--- config.mk ---
export PLATFORM = sky130hd
export DESIGN_NAME = flash_timing_seq
export DESIGN_NICKNAME = d
export VERILOG_FILES = /design/src/rtl/flt_pkg.sv /design/src/rtl/flt_prescaler.sv /design/src/rtl/flt_timer.sv /design/src/rtl/flt_regs.sv /design/src/rtl/flash_timing_seq.sv
export SDC_FILE = /design/constraint.sdc
export NUM_CORES = 1
export LEC_CHECK = 0
export BUFFER_PORTS_ARGS = -buffer_cell sky130_fd_sc_hd__buf_2
export CAP_MARGIN = 20
export CORE_ASPECT_RATIO = 0.9
export CORE_MARGIN = 2
export CORE_UTILIZATION = 30
export CTS_BUF_LIST = sky130_fd_sc_hd__clkbuf_8 sky130_fd_sc_hd__clkbuf_16
export CTS_CLUSTER_DIAMETER = 150
export DETAILED_ROUTE_END_ITERATION = 12
export PLACE_DENSITY = 0.46
export SLEW_MARGIN = 30
export SYNTH_ARGS = -nofsm -noshare
export SYNTH_HDL_FRONTEND = slang
export SYNTH_SLANG_ARGS = --single-unit
--- constraint.sdc ---
create_clock -name clk -period 4.6 [get_ports clk]
set_clock_uncertainty 0.15 [all_clocks]
set_input_delay 0.23 -clock clk [delete_from_list [all_inputs] [get_ports clk]]
set_output_delay 0.23 -clock clk [all_outputs]
set_load 0.005 [all_outputs]
--- src/rtl/flt_pkg.sv ---
package flt_pkg;
   typedef enum logic [1:0] {
      ST_IDLE  = 2'd0,
      ST_PULSE = 2'd1,
      ST_END   = 2'd2
   } flt_state_e;

   localparam logic [2:0] A_PULSE  = 3'd0;
   localparam logic [2:0] A_END    = 3'd1;
   localparam logic [2:0] A_KEY    = 3'd2;
   localparam logic [2:0] A_STATUS = 3'd3;
   localparam logic [2:0] A_PCNT   = 3'd4;
   localparam logic [2:0] A_TCNT   = 3'd5;
endpackage

--- src/rtl/flt_prescaler.sv ---
module flt_prescaler #(
   parameter int DIV = 40,
   parameter int PW  = 6
) (
   input  logic          clk,
   input  logic          rst_n,
   input  logic          run,
   output logic          tick,
   output logic [PW-1:0] pcount
);
   generate
      if (DIV == 1) begin : g_bypass
         assign tick   = run;
         assign pcount = '0;
      end else begin : g_count
         localparam logic [PW-1:0] LAST = PW'(DIV - 1);
         logic [PW-1:0] cnt_q;

         always_ff @(posedge clk or negedge rst_n) begin
            if (!rst_n)           cnt_q <= '0;
            else if (!run)        cnt_q <= '0;
            else if (cnt_q == LAST) cnt_q <= '0;
            else                  cnt_q <= cnt_q + PW'(1);
         end

         assign tick   = run && (cnt_q == LAST);
         assign pcount = cnt_q;

         // ticks are spaced by the divisor, never adjacent
         a_r2_tick_spacing: assert property (@(posedge clk) disable iff (!rst_n)
            tick |=> !tick);
         // prescaler parked at zero while idle
         a_r2_idle_zero: assert property (@(posedge clk) disable iff (!rst_n)
            !run |=> (pcount == '0));
      end
   endgenerate
endmodule

--- src/rtl/flt_timer.sv ---
module flt_timer
   import flt_pkg::*;
#(
   parameter int VW = 8,
   parameter int LW = 2,
   parameter int CW = VW + LW
) (
   input  logic          clk,
   input  logic          rst_n,
   input  logic          start_ok,
   input  logic          tick,
   input  logic [VW-1:0] pulse_val,
   input  logic [VW-1:0] end_val,
   output logic          busy,
   output logic          done,
   output logic [CW-1:0] count
);
   flt_state_e    state_q;
   logic [CW-1:0] cnt_q;
   logic          done_q;

   always_ff @(posedge clk or negedge rst_n) begin
      if (!rst_n) begin
         state_q <= ST_IDLE;
         cnt_q   <= '0;
         done_q  <= 1'b0;
      end else begin
         done_q <= 1'b0;
         case (state_q)
            ST_IDLE: begin
               if (start_ok) begin
                  state_q <= ST_PULSE;
                  cnt_q   <= {pulse_val, {LW{1'b1}}};
               end
            end
            ST_PULSE: begin
               if (tick) begin
                  if (cnt_q == '0) begin
                     state_q <= ST_END;
                     cnt_q   <= {{LW{1'b0}}, end_val};
                  end else begin
                     cnt_q <= cnt_q - CW'(1);
                  end
               end
            end
            ST_END: begin
               if (tick) begin
                  if (cnt_q == '0) begin
                     state_q <= ST_IDLE;
                     done_q  <= 1'b1;
                  end else begin
                     cnt_q <= cnt_q - CW'(1);
                  end
               end
            end
            default: state_q <= ST_IDLE;
         endcase
      end
   end

   assign busy  = (state_q != ST_IDLE);
   assign done  = done_q;
   assign count = cnt_q;

   // counter moves only on a prescaler tick while busy
   a_r3_hold_without_tick: assert property (@(posedge clk) disable iff (!rst_n)
      (busy && !tick) |=> $stable(cnt_q));
   // each tick takes exactly one off a nonzero count
   a_r3_step_by_one: assert property (@(posedge clk) disable iff (!rst_n)
      (busy && tick && cnt_q != '0) |=> (cnt_q == $past(cnt_q) - CW'(1)));
   // pulse expiry loads the end-time value into the low bits
   a_r4_end_load: assert property (@(posedge clk) disable iff (!rst_n)
      (state_q == ST_PULSE && tick && cnt_q == '0) |=>
         (state_q == ST_END && cnt_q == {{LW{1'b0}}, $past(end_val)}));
   // done is a single-cycle strobe outside busy
   a_r5_done_single: assert property (@(posedge clk) disable iff (!rst_n)
      done |=> !done);
   a_r5_done_idle: assert property (@(posedge clk) disable iff (!rst_n)
      done |-> !busy);
endmodule

--- src/rtl/flt_regs.sv ---
module flt_regs
   import flt_pkg::*;
#(
   parameter int              VW       = 8,
   parameter int              PW       = 6,
   parameter int              CW       = 10,
   parameter int              RD_W     = 16,
   parameter logic [VW-1:0]   KEY_VAL  = 8'hC9,
   parameter logic [VW-1:0]   PULSE_RST = 8'h31,
   parameter logic [VW-1:0]   END_RST  = 8'h00
) (
   input  logic            clk,
   input  logic            rst_n,
   input  logic            wr,
   input  logic [2:0]      addr,
   input  logic [VW-1:0]   wdata,
   input  logic            busy,
   input  logic            start,
   input  logic [PW-1:0]   pcount,
   input  logic [CW-1:0]   tcount,
   output logic [RD_W-1:0] rdata,
   output logic [VW-1:0]   pulse_val,
   output logic [VW-1:0]   end_val,
   output logic            key_ok,
   output logic            start_ok,
   output logic            err
);
   logic [VW-1:0] pulse_q, end_q, key_q;
   logic          err_q;
   logic          cfg_wr;

   assign cfg_wr   = wr && !busy;
   assign key_ok   = (key_q == KEY_VAL);
   assign start_ok = start && key_ok && !busy;

   always_ff @(posedge clk or negedge rst_n) begin
      if (!rst_n) begin
         pulse_q <= PULSE_RST;
         end_q   <= END_RST;
         key_q   <= KEY_VAL;
         err_q   <= 1'b0;
      end else begin
         if (cfg_wr && addr == A_PULSE) pulse_q <= wdata;
         if (cfg_wr && addr == A_END)   end_q   <= wdata;
         if (wr && addr == A_KEY)       key_q   <= wdata;
         if (start && !start_ok)            err_q <= 1'b1;
         else if (wr && addr == A_STATUS)   err_q <= 1'b0;
      end
   end

   always_comb begin
      case (addr)
         A_PULSE:  rdata = RD_W'(pulse_q);
         A_END:    rdata = RD_W'(end_q);
         A_KEY:    rdata = RD_W'(key_q);
         A_STATUS: rdata = RD_W'({busy, err_q});
         A_PCNT:   rdata = RD_W'(pcount);
         A_TCNT:   rdata = RD_W'(tcount);
         default:  rdata = '0;
      endcase
   end

   assign pulse_val = pulse_q;
   assign end_val   = end_q;
   assign err       = err_q;

   // timing configuration is frozen for the whole operation
   a_r6_cfg_frozen: assert property (@(posedge clk) disable iff (!rst_n)
      busy |=> ($stable(pulse_q) && $stable(end_q)));
   // a refused start always leaves the flag set
   a_r9_err_on_refusal: assert property (@(posedge clk) disable iff (!rst_n)
      (start && (busy || !key_ok)) |=> err_q);
   // flag persists until a status write
   a_r9_err_sticky: assert property (@(posedge clk) disable iff (!rst_n)
      (err_q && !(wr && addr == A_STATUS)) |=> err_q);
endmodule

--- src/rtl/flash_timing_seq.sv ---
module flash_timing_seq #(
   parameter int                PRESCALE_DIV = 40,
   parameter int                VAL_W        = 8,
   parameter int                LOW_W        = 2,
   parameter int                RD_W         = 16,
   parameter logic [VAL_W-1:0]  KEY_VAL      = 8'hC9,
   parameter logic [VAL_W-1:0]  PULSE_RST    = 8'h31,
   parameter logic [VAL_W-1:0]  END_RST      = 8'h00
) (
   input  logic             clk,
   input  logic             rst_n,
   input  logic             reg_wr,
   input  logic [2:0]       reg_addr,
   input  logic [VAL_W-1:0] reg_wdata,
   output logic [RD_W-1:0]  reg_rdata,
   input  logic             op_start,
   input  logic             arr_rd_req,
   input  logic             arr_wr_req,
   output logic             arr_rd_gnt,
   output logic             arr_wr_gnt,
   output logic             busy,
   output logic             done,
   output logic             op_err
);
   localparam int CNT_W = VAL_W + LOW_W;
   localparam int PS_W  = (PRESCALE_DIV > 1) ? $clog2(PRESCALE_DIV) : 1;

   generate
      if (PRESCALE_DIV < 1) begin : g_bad_div
         $error("PRESCALE_DIV must be at least 1");
      end
      if (VAL_W < 1 || LOW_W < 1) begin : g_bad_width
         $error("VAL_W and LOW_W must be positive");
      end
      if (RD_W < CNT_W || RD_W < VAL_W || RD_W < PS_W) begin : g_bad_rd
         $error("RD_W too narrow for the read-back views");
      end
   endgenerate

   logic             tick, start_ok, key_ok;
   logic [PS_W-1:0]  pcount;
   logic [CNT_W-1:0] tcount;
   logic [VAL_W-1:0] pulse_val, end_val;

   flt_prescaler #(.DIV(PRESCALE_DIV), .PW(PS_W)) u_pre (
      .clk(clk), .rst_n(rst_n), .run(busy), .tick(tick), .pcount(pcount)
   );

   flt_timer #(.VW(VAL_W), .LW(LOW_W), .CW(CNT_W)) u_tmr (
      .clk(clk), .rst_n(rst_n), .start_ok(start_ok), .tick(tick),
      .pulse_val(pulse_val), .end_val(end_val),
      .busy(busy), .done(done), .count(tcount)
   );

   flt_regs #(
      .VW(VAL_W), .PW(PS_W), .CW(CNT_W), .RD_W(RD_W),
      .KEY_VAL(KEY_VAL), .PULSE_RST(PULSE_RST), .END_RST(END_RST)
   ) u_regs (
      .clk(clk), .rst_n(rst_n), .wr(reg_wr), .addr(reg_addr), .wdata(reg_wdata),
      .busy(busy), .start(op_start), .pcount(pcount), .tcount(tcount),
      .rdata(reg_rdata), .pulse_val(pulse_val), .end_val(end_val),
      .key_ok(key_ok), .start_ok(start_ok), .err(op_err)
   );

   assign arr_wr_gnt = arr_wr_req && key_ok && !busy;
   assign arr_rd_gnt = arr_rd_req && !busy;
endmodule

==> metrics.md, run 1 <==
| Metric | Value |
|---|---|
| Final Hold Vio Count | `0` |
| Startpoint types | `flip-flop` |
| Mean Syn Cell Area | `9.95 sq um` |
| Die height | `95.2 microns` |
| Worst Setup Slack, final | `1800 ps` |
| Synth warn | `0` |
| RSZ-0062 raised after global routing | `no` |
| Total gr overflow | `0` |
| CP Max Fanout | `14` |
| Seq cells post-synth | `44` |
| Clk buf depth | `2` |
| Initial antenna violation count | `0` |
| Leak | `1.39 nW` |
| Routed wire length | `7960 microns` |
| Diode count | `0` |
| Status | `complete, no violations` |
| Critical-path cell list | `inv_1 -> ha_1 -> o41ai_1 -> a21oi_1 -> o21ai_1 -> mux2_1` |
| Clk Latency, worst-skew pair | `300 ps` |
| Critical path type | `reg2reg` |
| Total GRT Usage | `16.1%` |
| Critical Path Max Stage Delay | `around 720 ps` |
| Antenna-violating nets left | `0` |
| Dpl ws | `1830 ps` |
| PortBufs | `31` |
| Synth top cells by count | `dfrtp_1 (37), mux2_1 (29), nor2_1 (24), o21ai_1 (12), nor3_1 (11)` |
| Worst Setup End Kind | `flip-flop` |
| Worst Max-Slew Pin Slew | `850 ps` |
| TritonCTS Buffers | `5` |
| PD cells | `243 nW/um^2` |
| Synth Cell Area | `about 2800 sq um` |
| # DRC | `0` |
| Root Driver | `clkbuf_8` |
| Estimated wirelength of the detail-placed design | `5740 microns` |
| Area growth syn-to-layout | `11.7%` |
| Post-layout nets | `roughly 330` |
| Post-CTS Setup Inserts | `0` |
| Sequential fraction of the synthesis area | `about 40%` |
| Die area | `between 10000 and 15000 sq um` |
| Initial core utilization | `30.7%` |
| Largest net degree at the start of global routing | `45` |
| Period utilisation layout | `60.9%` |
| # setup viols final | `0` |
| Die width | `105 microns` |
| Hold WC Path Type | `in2reg` |
| MaxCap Viol Count | `0` |
| Max Slew Vio Count | `0` |
| Maximum vdd drop | `0.140 mV` |
| Drt wl/cell | `18.7 microns` |
| Relative slew margins | `between 40% and 50%` |
| Area share of the largest cell type after synthesis | `33.4%` |
| Core area | `around 9000 sq um` |
| Layout cells sized above 1 | `between 20 and 25%` |
| First-pass DRT Iterations | `4` |
| Sink Count | `between 40 and 50` |
| Routed vias | `approximately 2300` |
| Syn Inst Count | `279` |
| Clk slew on worst S/H paths | `roughly 90 ps` |
| CP Data Required Time | `4640 ps` |
| Setup_tns | `0 ps` |
| CP max-delay cell | `a21oi_1` |
| Ports | `38` |
| Synth cell types | `58` |
| Rows | `33` |
| Htree depth | `2` |
| Resized Gates After CTS | `0` |
| Via density | `5.37` |
| Crit path DAT | `2840 ps` |
| Vias in the first global route | `2196` |
| Initial DRC Count | `153` |
| CTS tree | `built` |
| GP Congestion | `0.850` |
| Final worst path period need | `between 2000 and 3000 ps` |
| Synth async-reset ratio | `100%` |
| Top cells by area, synth | `dfrtp_1 (33%), mux2_1 (12%), dfstp_2 (6.6%), ha_1 (3.6%), mux2i_1 (3.2%)` |
| Count leader, synth | `dfrtp_1` |
| Area leader, netlist | `dfrtp_1` |
| Number of flops mapped to enable cells by yosys | `0` |
| First-pass GRT wire length | `12500 microns` |
| Main synth FF type | `dfrtp_1` |
| F_max | `357 MHz` |
## flip-flops by register name, summed over array words and instances, names as in the netlist
name and cells:
u_tmr.done 1, u_pre.pcount 6, u_regs.err 1, u_regs.pulse_val 8, u_tmr.state_q 2, u_regs.key_q 8, u_tmr.count 10, u_regs.end_val 8
## final timing paths
path	startpoint	end	slack, ps	cells after the start
min reg2reg	u_regs.key_q[5]	u_regs.key_q[5]	370	1
max reg2reg	u_tmr.state_q[1]	u_tmr.state_q[0]	1800	6
min in group asynchronous	rst_n	u_pre.pcount[3]	340	2
max in group asynchronous	rst_n	u_regs.key_q[2]	3550	2
min	reg_wdata[5]	u_regs.pulse_val[5]	20	2
max	u_tmr.state_q[1]	u_tmr.state_q[0]	1800	6
## cell families (layout without fill, tap and decap cells)
kind of cell	count (synthesis)	in the layout	share of synthesized area, %
AOI/OAI and AO/OA	63	63	15.9
buffers and inverters	32	51	5.37
xor gates and xnor gates	4	4	1.26
and+or+nand+nor	87	87	17.5
DFF	44	44	40.0
adders and majority gates	8	8	3.61
other	1	6	0.135
muxes	40	40	16.2
## what timing repair did
| item | in CTS | in global routing |
|---|---|---|
| hold buffers | 1 | 0 |
| setup endpoints to repair | 0 | 0 |
| hold endpoints to repair | 37 | 0 |
## metal layers
layer | share of wire (%) | up-vias | GRT usage, %
met5 | 0 | - | 0
met2 | 44 | 79 | 24.7
met4 | 0.67 | 0 | 3.44
met1 | 50 | 1120 | 23.8
li1 | - | 1076 | -
met3 | 5.3 | 6 | 2.67
## through the flow
stage,hold WS [ps],cells,utilization [%],power [mW],instance area (sq um)
final,18.3,425,34.3,0.754,3100
after global routing,20.8,425,34.3,0.794,3100
after CTS,12.6,425,34.3,0.767,3100
after detailed placement,133,416,33.1,0.500,3000
after global placement,326,416,33.1,0.500,2990
after floorplan,-216,284,-,0.468,2790
## power breakdown
group          internal, mW  switching [mW]
Combinational        0.0298          0.0419
Sequential            0.408          0.0119
Clock                 0.120           0.142
Total                 0.558           0.195
## area by class of cell
class                   instances  area, sq um
clock inverters                 2         10.0
clock buffers                   6         82.6
repair buffers                 32          168
flip-flops and latches         44         1110
well taps                     122          153
inverters                      11         41.3
fillers                       939         5940
multi-input cells             208         1540
## cell usage in the layout (no fill, tap or decap), types with 3 or more instances in the layout
cell type   n
a21oi_1     8
a221oi_1    3
a22oi_1     3
a31oi_1     6
and3_1      4
buf_2      30
clkbuf_8    6
conb_1      6
dfrtp_1    37
dfstp_2     7
ha_1        8
inv_1       8
mux2_1     29
mux2i_1     9
nand2_1    10
nand2b_1    3
nand3_1     7
nor2_1     24
nor2b_1     5
nor3_1     11
nor4_1      3
o21ai_0     5
o21ai_1    12
o31ai_1     5
o41ai_1     7
or3_1       4
## critical path, delay by kind of cell (launching register included)
| kind | cells | cell delay (ps) |
|---|---|---|
| flops | 1 | 410 |
| buf+inv | 1 | 130 |
| mux | 1 | 350 |
| compound gates | 3 | 1150 |
| fa+ha+maj | 1 | 510 |
Note: power is estimated with default switching activity, not from simulation.
==> inputs of run 2 (changes only) <==
Clock period 4.6 ns to 2.65 ns, I/O delays scaled along.
==> run 2 against run 1 <==
Effect of this change:
- first-iteration DRC count shrank 9.8%
- flip-flop and latch count unchanged
- wire length rose by 2.5%
- clock power is 140% higher
- fmax increased by 12%
- critical path type unchanged
- critical endpoint is now u_tmr.count[6]
- largest cell class unchanged
- largest power group unchanged
- highest routed layer unchanged
==> metrics.md, run 2 (same netlist as run 1, synthesis figures left out) <==
| Metric | Value |
|---|---|
| Startpoint types | `flip-flop` |
| CTS tree | `built` |
| Register area | `1110 sq um (unchanged)` |
| Diode count | `0 (unchanged)` |
| Total gr overflow | `0 (unchanged)` |
| Die width | `105 microns (unchanged)` |
| Estimated wirelength of the detail-placed design | `6020 microns (+4.8%)` |
| Sink Count | `44 (unchanged)` |
| Relative slew margins | `62.3% (+19 points)` |
| Largest net degree at the start of global routing | `43 (-4.4%)` |
| CP Max Fanout | `5 (-9)` |
| Commonest cells after routing, fill and taps aside | `dfrtp_1 (37), buf_2 (30), mux2_1 (29)` |
| PD cells | `448 nW/um^2 (+84%)` |
| Hold WC Path Type | `in2reg` |
| Max reg flops | `10 (unchanged)` |
| Status | `complete, no violations` |
| Setup_tns | `0 ps (unchanged)` |
| Area growth syn-to-layout | `20.0%` |
| Fillcell total | `909 (-3.2%)` |
| Dpl ws | `50.3 ps (-1780 ps)` |
| GP Congestion | `0.829 (-2.4%)` |
| Reg2Reg Depth | `7 (+1)` |
| CP Data Required Time | `2720 ps (-1920 ps)` |
| # DRC | `0 (unchanged)` |
| Initial antenna violation count | `0 (unchanged)` |
| Layout cells sized above 1 | `22.9% (+2.4 points)` |
| Most common cell after layout, fill and taps aside | `dfrtp_1` |
| Clk buf depth | `2 (unchanged)` |
| Initial core utilization | `30.7% (unchanged)` |
| Clk Latency, worst-skew pair | `300 ps (about the same)` |
| RSZ-0062 raised after global routing | `no` |
| Routed wire length | `8160 microns (+2.5%)` |
| F_max | `398 MHz (+12%)` |
| Crit path DAT | `2580 ps (-260 ps)` |
| Final Hold Vio Count | `0 (unchanged)` |
| Drt wl/cell | `18.3 microns (-2.1%)` |
| Post-layout nets | `347 (+6.1%)` |
| PortBufs | `31 (unchanged)` |
| Maximum vdd drop | `0.239 mV (+71%)` |
| Worst Setup Slack, final | `140 ps (-1660 ps)` |
| Vias in the first global route | `2269 (+3.3%)` |
| Via density | `5.36 (-0.22%)` |
| Rows | `33 (unchanged)` |
| Final worst path period need | `2510 ps (-289 ps)` |
| Routed vias | `2383 (+4.5%)` |
| Hold depth | `4 (+2)` |
| Die area | `10000 sq um (unchanged)` |
| Antenna-violating nets left | `0 (unchanged)` |
| Initial DRC Count | `138 (-9.8%)` |
| MaxCap Viol Count | `0 (unchanged)` |
| Period utilisation layout | `94.7% (+34 points)` |
| First-pass DRT Iterations | `4 (unchanged)` |
| Htree depth | `2 (unchanged)` |
| Root Driver | `clkbuf_8` |
| Critical path type | `reg2reg` |
| Max Slew Vio Count | `0 (unchanged)` |
| Area of the multi-input gates | `1550 sq um (+1.2%)` |
| Tot Pwr | `1.49 mW (+98%)` |
| Clk slew on worst S/H paths | `90 ps (about the same)` |
| TritonCTS Buffers | `5 (unchanged)` |
| Die height | `95.2 microns (unchanged)` |
| Leak | `1.50 nW (+7.9%)` |
| # setup viols final | `0 (unchanged)` |
| Ports | `38 (unchanged)` |
| First-pass GRT wire length | `13200 microns (+5.3%)` |
| Worst Max-Slew Pin Slew | `565 ps (-285 ps)` |
| Worst Setup End Kind | `flip-flop` |
| Core area | `9040 sq um (unchanged)` |
| Total GRT Usage | `17.0% (+0.94 points)` |
run 2: changes by cell type in the layout (fill, tap and decap cells not counted):
cell / previous run / this run
a21oi_1: 8 / 7
a21oi_4: 0 / 1
buf_4: 1 / 12
bufinv_16: 0 / 2
clkbuf_8: 6 / 5
clkinv_2: 2 / 0
dlygate4sd3_1: 1 / 10
inv_1: 8 / 9
o41ai_1: 7 / 6
o41ai_2: 0 / 1
run 2: cell type report:
cell class / instances / area share, %
multi-input combinational: 208 / 46.7
sequential: 44 / 33.3
clock buffer: 5 / 2.07
clock inverter: 3 / 1.92
tap: 122 / 4.58
inverter: 11 / 1.24
timing repair buffer: 52 / 10.2
run 2: worst paths after layout:
check	startpoint	to	slack [ps]
hold / removal	reg_wr	u_regs.err	200
min in group asynchronous	rst_n	u_tmr.count[5]	220
setup reg to reg	u_tmr.count[1]	u_tmr.count[6]	140
setup / recovery	u_tmr.count[1]	u_tmr.count[6]	140
max in group asynchronous	rst_n	u_regs.key_q[0]	1550
hold reg to reg	u_pre.pcount[0]	u_pre.pcount[0]	360
run 2: critical path, cell delays in order, from the launching register on:
cell     delay [ps]
dfrtp_1         460
inv_1           180
ha_1            260
or4b_4          530
nor3_1          230
nor3_1           80
o311a_1         350
o31ai_2         210
run 2: report_power, final:
group / total (mW) / internal [mW] / switching (mW)
combinational: 0.142 / 0.0641 / 0.0778
sequential: 0.730 / 0.709 / 0.0209
clock: 0.621 / 0.373 / 0.248
total: 1.49 / 1.15 / 0.347
run 2: per-stage QoR:
stage	instance area, sq um	cells	utilization (%)	hold slack, ps
2_1_floorplan	2790	284	-	-313
3_3_place_gp	3080	427	34.0	224
3_5_place_dp	3080	427	34.1	28.0
5_1_grt	3330	445	36.8	206
4_1_cts	3310	445	36.6	186
6_report	3330	445	36.8	196
run 2: layer usage:
| metal | GRT usage (%) | wire [microns] | vias up |
|---|---|---|---|
| met5 | 0 | 0 | - |
| met3 | 2.73 | 393 | 6 |
| met4 | 4.00 | 59 | 0 |
| met1 | 24.9 | 4030 | 1198 |
| li1 | - | - | 1107 |
| met2 | 26.3 | 3690 | 72 |
run 2: what timing repair did:
action                                  CTS  global route
buffers inserted                          0             0
endpoints found under the hold margin    62             0
hold buffers                             10             0
resized for setup                         0             3
endpoints found under the setup margin    0            10
